File: src/rtl/ptp_pkg.sv
package ptp_pkg;
  localparam int WORD_W = 32;
  localparam int REG_AW = 8;

  localparam logic [REG_AW-1:0] A_CTRL   = 8'h80;
  localparam logic [REG_AW-1:0] A_EVT    = 8'h84;
  localparam logic [REG_AW-1:0] A_MASK   = 8'h88;
  localparam logic [REG_AW-1:0] A_CNT_L  = 8'h98;
  localparam logic [REG_AW-1:0] A_CNT_H  = 8'h9C;
  localparam logic [REG_AW-1:0] A_ADDEND = 8'hA0;
  localparam logic [REG_AW-1:0] A_OFF_L  = 8'hB0;
  localparam logic [REG_AW-1:0] A_OFF_H  = 8'hB4;
  localparam logic [REG_AW-1:0] A_ALM_L0 = 8'hB8;
  localparam logic [REG_AW-1:0] A_CUR_L  = 8'hF0;
  localparam logic [REG_AW-1:0] A_CUR_H  = 8'hF4;

  localparam int ALM_STRIDE  = 8;
  localparam int CTRL_EN_BIT = 2;
  localparam int PER_LSB     = 16;
  localparam int EVT_LSB     = 16;
  localparam logic [WORD_W-1:0] CTRL_KEEP = 32'h13FF_8007;
endpackage

File: src/rtl/ptp_step_gen.sv
module ptp_step_gen #(
  parameter int INT_W  = 10,
  parameter int FRAC_W = 32
) (
  input  logic              clk,
  input  logic              rst_n,
  input  logic              tick,
  input  logic [INT_W-1:0]  int_new,
  input  logic              frac_wr,
  input  logic [FRAC_W-1:0] frac_new,
  output logic [INT_W:0]    step,
  output logic [FRAC_W-1:0] frac_act
);
  logic [INT_W-1:0]  int_act;
  logic [FRAC_W-1:0] acc_q;
  logic [FRAC_W:0]   sum;

  assign sum  = {1'b0, acc_q} + {1'b0, frac_act};
  assign step = {1'b0, int_act} + {{INT_W{1'b0}}, sum[FRAC_W]};

  always_ff @(posedge clk) begin
    if (!rst_n) begin
      int_act  <= '0;
      frac_act <= '0;
      acc_q    <= '0;
    end else begin
      if (frac_wr) begin
        int_act  <= int_new;
        frac_act <= frac_new;
      end
      if (tick) acc_q <= sum[FRAC_W-1:0];
    end
  end

  p_period_hold_r4: assert property (@(posedge clk) disable iff (!rst_n)
    !frac_wr |=> $stable(int_act));
  p_acc_idle_r2: assert property (@(posedge clk) disable iff (!rst_n)
    !tick |=> $stable(acc_q));
endmodule

File: src/rtl/ptp_alarm_unit.sv
module ptp_alarm_unit #(
  parameter int TIME_W = 64
) (
  input  logic              clk,
  input  logic              rst_n,
  input  logic              tick,
  input  logic [TIME_W-1:0] now,
  input  logic              lo_wr,
  input  logic              hi_wr,
  input  logic [TIME_W/2-1:0] wdata,
  output logic [TIME_W-1:0] alarm,
  output logic              fire
);
  localparam int HALF = TIME_W / 2;
  logic [HALF-1:0] lo_pend;
  logic            done_q;
  logic            armed;

  assign armed = (alarm != {TIME_W{1'b1}});
  assign fire  = tick && armed && !done_q && (now >= alarm);

  always_ff @(posedge clk) begin
    if (!rst_n) begin
      lo_pend <= '0;
      alarm   <= {TIME_W{1'b1}};
      done_q  <= 1'b0;
    end else begin
      if (lo_wr) lo_pend <= wdata;
      if (hi_wr) begin
        alarm  <= {wdata, lo_pend};
        done_q <= 1'b0;
      end else if (fire) begin
        done_q <= 1'b1;
      end
    end
  end

  p_fire_once_r8: assert property (@(posedge clk) disable iff (!rst_n)
    (fire && !hi_wr) |=> !fire);
  p_no_fire_off_r8: assert property (@(posedge clk) disable iff (!rst_n)
    !tick |-> !fire);
endmodule

File: src/rtl/ptp_time_core.sv
module ptp_time_core
  import ptp_pkg::*;
#(
  parameter int N_ALARM = 2,
  parameter int INT_W   = 10,
  parameter int FRAC_W  = 32
) (
  input  logic              clk,
  input  logic              rst_n,
  input  logic              reg_wr,
  input  logic              reg_rd,
  input  logic [REG_AW-1:0] reg_addr,
  input  logic [WORD_W-1:0] reg_wdata,
  output logic              rd_valid,
  output logic [WORD_W-1:0] rd_data,
  output logic              irq
);
  localparam int TIME_W = 2 * WORD_W;
  localparam int STEP_W = INT_W + 1;

  logic [WORD_W-1:0] ctrl_q;
  logic              en;
  logic              wr_ok, rd_ok;
  logic [TIME_W-1:0] cnt_q, off_q, cur;
  logic [WORD_W-1:0] cnt_lo_pend, off_lo_pend, cnt_snap, cur_snap;
  logic [STEP_W-1:0] step;
  logic [FRAC_W-1:0] frac_act;
  logic [N_ALARM-1:0] evt_q, mask_q, fire_v, clr_v;
  logic [TIME_W-1:0] alm_val [N_ALARM];
  logic [WORD_W-1:0] rd_mux;
  logic              wr_cnt_l, wr_cnt_h, wr_off_l, wr_off_h, wr_add, wr_evt, wr_mask;

  assign en    = ctrl_q[CTRL_EN_BIT];
  assign wr_ok = reg_wr && en;
  assign rd_ok = reg_rd && en;
  assign cur   = cnt_q + off_q;

  assign wr_cnt_l = wr_ok && (reg_addr == A_CNT_L);
  assign wr_cnt_h = wr_ok && (reg_addr == A_CNT_H);
  assign wr_off_l = wr_ok && (reg_addr == A_OFF_L);
  assign wr_off_h = wr_ok && (reg_addr == A_OFF_H);
  assign wr_add   = wr_ok && (reg_addr == A_ADDEND);
  assign wr_evt   = wr_ok && (reg_addr == A_EVT);
  assign wr_mask  = wr_ok && (reg_addr == A_MASK);

  ptp_step_gen #(.INT_W(INT_W), .FRAC_W(FRAC_W)) u_step (
    .clk      (clk),
    .rst_n    (rst_n),
    .tick     (en),
    .int_new  (ctrl_q[PER_LSB +: INT_W]),
    .frac_wr  (wr_add),
    .frac_new (reg_wdata[FRAC_W-1:0]),
    .step     (step),
    .frac_act (frac_act)
  );

  for (genvar i = 0; i < N_ALARM; i++) begin : g_alm
    localparam logic [REG_AW-1:0] LO = A_ALM_L0 + REG_AW'(ALM_STRIDE * i);
    localparam logic [REG_AW-1:0] HI = LO + REG_AW'(4);
    ptp_alarm_unit #(.TIME_W(TIME_W)) u_alm (
      .clk   (clk),
      .rst_n (rst_n),
      .tick  (en),
      .now   (cur),
      .lo_wr (wr_ok && (reg_addr == LO)),
      .hi_wr (wr_ok && (reg_addr == HI)),
      .wdata (reg_wdata),
      .alarm (alm_val[i]),
      .fire  (fire_v[i])
    );
  end

  // Control register: always reachable, stores only defined fields.
  always_ff @(posedge clk) begin
    if (!rst_n) ctrl_q <= '0;
    else if (reg_wr && reg_addr == A_CTRL) ctrl_q <= reg_wdata & CTRL_KEEP;
  end

  // Counter and offset with split-word commit.
  always_ff @(posedge clk) begin
    if (!rst_n) begin
      cnt_q       <= '0;
      off_q       <= '0;
      cnt_lo_pend <= '0;
      off_lo_pend <= '0;
    end else begin
      if (wr_cnt_l) cnt_lo_pend <= reg_wdata;
      if (wr_off_l) off_lo_pend <= reg_wdata;
      if (wr_cnt_h)  cnt_q <= {reg_wdata, cnt_lo_pend};
      else if (en)   cnt_q <= cnt_q + TIME_W'(step);
      if (wr_off_h) off_q <= {reg_wdata, off_lo_pend};
    end
  end

  // Events and mask.
  assign clr_v = wr_evt ? reg_wdata[EVT_LSB +: N_ALARM] : '0;

  always_ff @(posedge clk) begin
    if (!rst_n) begin
      evt_q  <= '0;
      mask_q <= '0;
    end else begin
      evt_q <= (evt_q & ~clr_v) | fire_v;
      if (wr_mask) mask_q <= reg_wdata[EVT_LSB +: N_ALARM];
    end
  end

  assign irq = |(evt_q & mask_q);

  // Read path.
  always_comb begin
    rd_mux = '0;
    if (reg_addr == A_CTRL) begin
      rd_mux = ctrl_q;
    end else if (en) begin
      case (reg_addr)
        A_EVT:    rd_mux = WORD_W'(evt_q) << EVT_LSB;
        A_MASK:   rd_mux = WORD_W'(mask_q) << EVT_LSB;
        A_CNT_L:  rd_mux = cnt_q[WORD_W-1:0];
        A_CNT_H:  rd_mux = cnt_snap;
        A_ADDEND: rd_mux = WORD_W'(frac_act);
        A_OFF_L:  rd_mux = off_q[WORD_W-1:0];
        A_OFF_H:  rd_mux = off_q[TIME_W-1:WORD_W];
        A_CUR_L:  rd_mux = cur[WORD_W-1:0];
        A_CUR_H:  rd_mux = cur_snap;
        default:  rd_mux = '0;
      endcase
      for (int i = 0; i < N_ALARM; i++) begin
        if (reg_addr == A_ALM_L0 + REG_AW'(ALM_STRIDE * i))
          rd_mux = alm_val[i][WORD_W-1:0];
        if (reg_addr == A_ALM_L0 + REG_AW'(ALM_STRIDE * i + 4))
          rd_mux = alm_val[i][TIME_W-1:WORD_W];
      end
    end
  end

  always_ff @(posedge clk) begin
    if (!rst_n) begin
      rd_valid <= 1'b0;
      rd_data  <= '0;
      cnt_snap <= '0;
      cur_snap <= '0;
    end else begin
      rd_valid <= reg_rd;
      rd_data  <= reg_rd ? rd_mux : '0;
      if (rd_ok && reg_addr == A_CNT_L) cnt_snap <= cnt_q[TIME_W-1:WORD_W];
      if (rd_ok && reg_addr == A_CUR_L) cur_snap <= cur[TIME_W-1:WORD_W];
    end
  end

  p_hold_when_off_r2: assert property (@(posedge clk) disable iff (!rst_n)
    !en |=> $stable(cnt_q));
  p_step_bound_r3: assert property (@(posedge clk) disable iff (!rst_n)
    (en && !wr_cnt_h) |=> ((cnt_q - $past(cnt_q)) <= TIME_W'(1 << INT_W)));
  p_offset_hold_r7: assert property (@(posedge clk) disable iff (!rst_n)
    !wr_off_h |=> $stable(off_q));
  p_evt_clear_r9: assert property (@(posedge clk) disable iff (!rst_n)
    (wr_evt && reg_wdata[EVT_LSB] && !fire_v[0]) |=> !evt_q[0]);
  p_rd_answer_r10: assert property (@(posedge clk) disable iff (!rst_n)
    reg_rd |=> rd_valid);
  p_rd_quiet_r10: assert property (@(posedge clk) disable iff (!rst_n)
    !reg_rd |=> !rd_valid);
endmodule

File: config.mk
export PLATFORM = sky130hd
export DESIGN_NAME = ptp_time_core
export DESIGN_NICKNAME = d
export VERILOG_FILES = /design/src/rtl/ptp_pkg.sv /design/src/rtl/ptp_step_gen.sv /design/src/rtl/ptp_alarm_unit.sv /design/src/rtl/ptp_time_core.sv
export SDC_FILE = /design/constraint.sdc
export NUM_CORES = 2
export LEC_CHECK = 0
export ABC_AREA = 1
export CAP_MARGIN = 20
export CORE_MARGIN = 3
export CORE_UTILIZATION = 40
export CTS_CLUSTER_SIZE = 28
export DETAILED_ROUTE_END_ITERATION = 6
export HOLD_SLACK_MARGIN = 0.15
export PLACE_DENSITY = 0.61
export SYNTH_ARGS = -nofsm -noshare
export SYNTH_HDL_FRONTEND = slang
export SYNTH_HIERARCHICAL = 1
export SYNTH_SLANG_ARGS = --single-unit
File: constraint.sdc
create_clock -name clk -period 4.9 [get_ports clk]
set_clock_uncertainty 0.05 [all_clocks]
set_input_delay 0.49 -clock clk [delete_from_list [all_inputs] [get_ports clk]]
set_output_delay 0.49 -clock clk [all_outputs]
set_load 0.02 [all_outputs]
* Word-level counts from Yosys, hierarchy flattened *
Cells that the tools add are included.
Widths: inputs -> output; s select.

cells by class
  add/sub/neg operators = 4
  magnitude comparators = 2
  equal/unequal tests = 16
  multiplexer cells = 10
  bitwise logic cells = 7
  reductions and logical operators = 30

operators with widths
  operator              number
  $pmux 32 s9           1
  $ge 64x64->1          2
  $mux 32               4
  $mux 64               2
  $ne 64x64->1 const B  2
  $eq 8x8->1 const B    14
  $add 64x11->64        1
  $add 64x64->64        1
  $mux 29               2
  $add 32x32->33        1
  $logic_and 1x1->1     22
  $add 10x1->11         1
  $reduce_or 2->1       3
  $and 2x2->2           2
  $not 1->1             3
  $reduce_or 3->1       1
  $logic_not 1->1       2
  $mux 2                1
  $not 2->2             1
  $or 2x2->2            1
  $reduce_and 2->1      1
  $reduce_bool 2->1     1

word-level totals
  flip-flop bits (word level) = 576
  input port bits = 44
  output and inout port bits = 34
  logic and storage cells = 90

* Logic depth before layout (Yosys ltp) *
  depth after elaboration = 8
  gate-level depth with buffers = 32
  gate-level depth less buffers = 32

* Hierarchy *
The synthesis kept the hierarchy.

by module, submodules not included
  module          times used  cells an instance  area an instance (sq um)  sequential area each (sq um)
  ptp_time_core   1           3,570              21,554.4                  6,165.9
  ptp_alarm_unit  2           672                5,019.8                   1,941.9
  ptp_step_gen    1           884                5,288.8                   1,481.4

* Worst setup path before layout *
OpenSTA, ideal clock, no wires.

  path kind = register -> register
  start point = register u_step.frac_act[0]
  end point = register cnt_q[47]
  library setup time = 0.070 ns
  arrival = 3.999 ns
  required time = 4.780 ns
  setup slack = 0.781 ns
  stages on the path, launching flop included = 30
  buffers on the path = 0
  period minus slack after synthesis = 4.119 ns
  cells stage by stage = dfxtp_1 > ha_1 > fa_1 > nand3_1 > nand3_1 > nand3_1 > nand3_2 > nand2_1 > nand2_1 > nand2_1 > nand3_1 > ha_1 > ha_1 > nand2_1 > nor3_1 > nand2_1 > nor2_1 > xor2_1 > ha_1 > nand2_1 > nor2_1 > nand3_1 > nor2_1 > nor2_1 > nor2_1 > nand4_1 > or2_2 > nand3_1 > nand2_1 > a21oi_1

on the way
  cells in the longest elaborated chain, start to end = 5

RTL lines
  element                 RTL line             source
  from (decl)             ptp_step_gen.sv:12   output logic [FRAC_W-1:0] frac_act
  from (signal assigned)  ptp_step_gen.sv:29   frac_act <= frac_new;
  $add 32x32->33          ptp_step_gen.sv:18   assign sum = {1'b0, acc_q} + {1'b0, frac_act};
  $add 10x1->11           ptp_step_gen.sv:19   assign step = {1'b0, int_act} + {{INT_W{1'b0}}, sum[FRAC_W]};
  via step[8]             ptp_time_core.sv:26  logic [STEP_W-1:0] step;
  $add 64x11->64          ptp_time_core.sv:90  else if (en) cnt_q <= cnt_q + TIME_W'(step);
  $mux 64                 ptp_time_core.sv:90
  $mux 64                 ptp_time_core.sv:89  if (wr_cnt_h) cnt_q <= {reg_wdata, cnt_lo_pend};
  to (signal assigned)    ptp_time_core.sv:89
  to (signal assigned)    ptp_time_core.sv:90
  to (decl)               ptp_time_core.sv:24  logic [TIME_W-1:0] cnt_q, off_q, cur;

The timed path passes the listed nets, and every way through them passes these cells. The select of a mux whose other input is x is not followed.
A chain may end at the register's enable or synchronous reset.

* Worst setup path after layout *
  start point = register off_q[19]
  end point = register evt_q[1]

on the way
  cells in the longest elaborated chain, start to end = 4

RTL lines
  element                 RTL line              source
  from (decl)             ptp_time_core.sv:24
  from (signal assigned)  ptp_time_core.sv:91   if (wr_off_h) off_q <= {reg_wdata, off_lo_pend};
  $add 64x64->64          ptp_time_core.sv:36   assign cur = cnt_q + off_q;
  via cur[53]             ptp_time_core.sv:24
  $ge 64x64->1            ptp_alarm_unit.sv:20  assign fire = tick && armed && !done_q && (now >= alarm);
  $logic_and 1x1->1       ptp_alarm_unit.sv:20
  via fire_v[1]           ptp_time_core.sv:28   logic [N_ALARM-1:0] evt_q, mask_q, fire_v, clr_v;
  $or 2x2->2              ptp_time_core.sv:103  evt_q <= (evt_q & ~clr_v) | fire_v;
  to (signal assigned)    ptp_time_core.sv:103
  to (decl)               ptp_time_core.sv:28

The timed path passes the listed nets, and every way through them passes these cells.

==> flow_summary.yaml <==
run_status:
  outcome: "finished with violations"
  violations: "design-rule violations"
place:
  routabilityCongestion: 1.11
  dp_slack_ns: 0.0660
  portBuffers: 77
  dp_cells: 7181
  hpwl_um: 151000
grt:
  grt_pass1_wl_um: 271000
  grt_max_degree: 95
  antenna_found_initial: 13
  grt_pass1_vias: 38627
  grt_use_total_pct: 39.1
  gr-total-overflow: 0
die:
  die_h_um: 310
  rows: 110
  initial_utilization_pct: 40.7
  die_x_um: 310
  core_um2: 90700
  die_area_um2: 95900
  ios: 78
final_layout:
  final_nets: 6367
  fin_cells: 7321
  drive_above_1_share_pct: 10.8
  n_fill_cell: 9559
  seq_area_um2: 11500
  postLayoutCoreUtil_pct: 48.3
  area_growth_pct: 18.8
  multiInputGateArea_um2: 21800
logic_synthesis:
  ys_warn_count: 6
  syn_avg_cell_area_um2: 6.36
  synth_top_area_share_pct: 31.3
  synth-xor-area-share_pct: 1.57
  synthFlopType: "dfxtp_1"
  synth_compound_area_share_pct: 18.6
  async_reset_ff_share_pct: 0
  synth_cell_types: 52
  yosys.area.top_type: "dfxtp_1"
  ys_top_cells_by_area: "dfxtp_1, nand2_1, a21oi_1, inv_1, ha_1"
  syn_inst: 5798
  synthAdderAreaFrac_pct: 8.17
  synthMuxAreaShare_pct: 0
  ys_ff_latch: 576
  synth_area_um2: 36900
  synth_top_family_by_area: "simple AND/OR/NAND/NOR gates"
  synth_nets: 6081
  synthSimpleGateAreaFrac_pct: 29.5
  ys_seq_area_share_pct: 31.3
  synth_edf_count: 0
setup_path:
  endpoint_kind: "flop"
  reg2reg_depth: 25
  path_class: "flop to flop"
  arrival_ns: 5.23
  crit_fanout: 5
  path_buf_inv: 6
  rr_endpoint: "evt_q[1]"
  r2r_start: "off_q[19]"
  max_stage_delay_ns: 0.55
  required_ns: 5.42
  crit_path_start_kind: "flop"
  slowest_stage: "ha_1"
  cp_top_family: "simple AND/OR/NAND/NOR gates"
  rrSetupSlack_ns: 0.19
  crit_path_frequent_cell: "nand2_1"
clock_network:
  worstSkewPairLatency_ns: 0.67
  postCtsHoldBufs: 0
  cts-root-buf: "clkbuf_16"
  numCtsBuffers: 70
  cts_sinks: 576
  cts_max_level: 3
  tritoncts: "yes"
  path_clk_slew_ns: 0.06
  clk_path_buf_depth: 3
timing:
  fmax_mhz: 212
  postLayoutSetupSlackWorst_ns: 0.190
  period_needed_ns: 4.71
  slew_headroom_pct: 16.4
  whs_ns: 0.302
  hold_viol: 0
  slew_violations: 0
  worstMarginPinSlew_ns: 1.25
  min_period_over_period_pct: 96.1
  setup_viol: 0
drt:
  route.detailed.drc: 4
  routed_wl_um: 192000
  dr.pass1.iters: 7
  drt_iter0_markers: 5166
  vias_per_cell: 5.67
  wire_per_inst_um: 26.2
  via_count: 41531
  final_antenna_net_count: 0
power_and_ir_drop:
  total_leakage_power_nw: 21.5
  powerDensity_nw_per_um2: 237
  vdd_drop_max_v: 0.000284
hold_path:
  worstHoldStart: "rst_n"
  hold_class: "primary input to flop"
  hold_depth: 3
  hold_path_end: "g_alm[0].u_alm/done_q"
flow_run:
  max_cap_viol_count: 0
==> sequential cells by signal, indices dropped and copies added, names as in the netlist, 2 cells and up <==
name / flops
ctrl_q: 15
cnt_lo_pend: 32
u_step/acc_q: 32
cnt_q: 64
g_alm.u_alm/lo_pend: 64
evt_q: 2
g_alm.u_alm/done_q: 2
u_step/int_act: 10
cnt_snap: 32
off_lo_pend: 32
mask_q: 2
cur_snap: 32
rd_data: 32
off_q: 64
u_step/frac_act: 32
g_alm.u_alm/alarm: 128
==> cells in the mapped netlist, types with 9 or more instances <==
cell,number
xor2_1,57
inv_1,796
o22ai_1,36
a31oi_1,11
o21bai_1,24
ha_1,236
a21oi_1,654
o211ai_1,31
nand2_2,22
inv_2,14
nand3_1,346
nand3b_1,16
nand2_1,1256
nor3_1,53
nor2_1,668
xnor2_1,9
clkbuf_1,176
nand4_1,96
a21o_1,17
nor4_1,19
buf_2,48
or2_2,24
dfxtp_1,576
o21ai_1,12
o21ai_0,502
and2_1,18
==> worst max-delay path by stage <==
stage,slack [ns],start,cells past startpoint,end
floorplan,0.78,u_step/frac_act[0],29,cnt_q[47]
global placement,0.08,u_step/frac_act[0],31,cnt_q[47]
detailed placement,0.07,u_step/frac_act[0],31,cnt_q[48]
CTS,0.01,u_step/frac_act[0],31,cnt_q[47]
global route,-0.03,u_step/frac_act[10],31,cnt_q[17]
finish,0.19,off_q[19],25,evt_q[1]
==> routing by layer <==
layer | track usage [%] | vias to the layer above | wire length (µm)
met1 | 49.8 | 19429 | 76800
met5 | 0 | - | 46
met4 | 25.3 | 6 | 15000
met2 | 60.4 | 2133 | 82200
met3 | 7.82 | 501 | 17500
li1 | - | 19462 | -
==> cell type report <==
cell class / count / area share (%)
tap: 1176 / 3.36
antenna: 7 / 0.0400
multi-input combinational: 4178 / 49.7
timing repair buffer: 447 / 8.40
clock inverter: 32 / 0.788
inverter: 811 / 6.96
sequential: 576 / 26.4
clock buffer: 94 / 4.39
==> stage by stage <==
| stage | instance area, µm² | TNS [ns] | power [mW] |
|---|---|---|---|
| finish | 43800 | 0 | 10.4 |
| global route | 43800 | -0.0340 | 10.6 |
| CTS | 43300 | 0 | 10.4 |
| detailed placement | 41100 | 0 | 5.14 |
| global placement | 41000 | 0 | 5.14 |
| floorplan | 36900 | 0 | 4.91 |
==> worst reg2reg max path, stage by stage (launching register included) <==
cell and delay (ns):
dfxtp_1 0.40, ha_1 0.55, nand2_1 0.18, nor2_1 0.27, nand2_1 0.18, inv_1 0.11, nand3_1 0.17, nand3_1 0.20
nand4_1 0.12, nand3_1 0.17, xor2_1 0.26, buf_4 0.19, ha_1 0.16, nand2_1 0.06, nor2_1 0.11, nor3b_2 0.22
buf_4 0.17, nand2_1 0.14, nor3_1 0.18, buf_4 0.15, nand2_1 0.06, nand2_2 0.06, nand2_2 0.05, inv_1 0.14
inv_1 0.12, a21oi_1 0.15
==> report_power, final <==
group	internal (mW)	leakage (nW)	total [mW]	switching (mW)
combinational	0.0840	15.7	0.372	0.288
clock	3.00	1.12	5.31	2.31
sequential	4.68	4.65	4.68	0.00120
total	7.77	21.5	10.4	2.60
==> repair_timing <==
action                                  CTS  global route
buffers inserted                          0             7
endpoints found under the setup margin    1            57
gates resized for setup                   1            92
pin swaps                                 0            25
hold endpoints to repair                  0             0
==> cells by family (layout without fill, tap and decap cells) <==
group                    after synthesis  after routing
XOR/XNOR                              66             66
AND/OR/NAND/NOR                     2562           2562
other                                  0              7
adder cells (fa/ha/maj)              239            239
AO/OA/AOI/OAI                       1311           1311
buffers and inverters               1044           1384
flip-flops                           576            576
==> cell usage in the layout, fill, tap and decap left out, drive strengths merged, types with 5 or more instances in the layout <==
master / n
ha: 236
clkdlybuf4s50: 76
o21bai: 24
clkbuf: 94
a21o: 17
nor4: 21
diode: 7
a31oi: 11
a21oi: 657
o21a: 8
o22ai: 36
a211oi: 6
nand3b: 16
inv: 813
dfxtp: 576
buf: 371
nor2: 678
or2: 29
o21ai: 514
and2: 19
xor2: 57
xnor2: 9
o211ai: 31
nor3: 65
nand2: 1278
clkinv: 23
nor3b: 5
nand3: 351
nand4: 96
(Power assumes the default switching activity.)
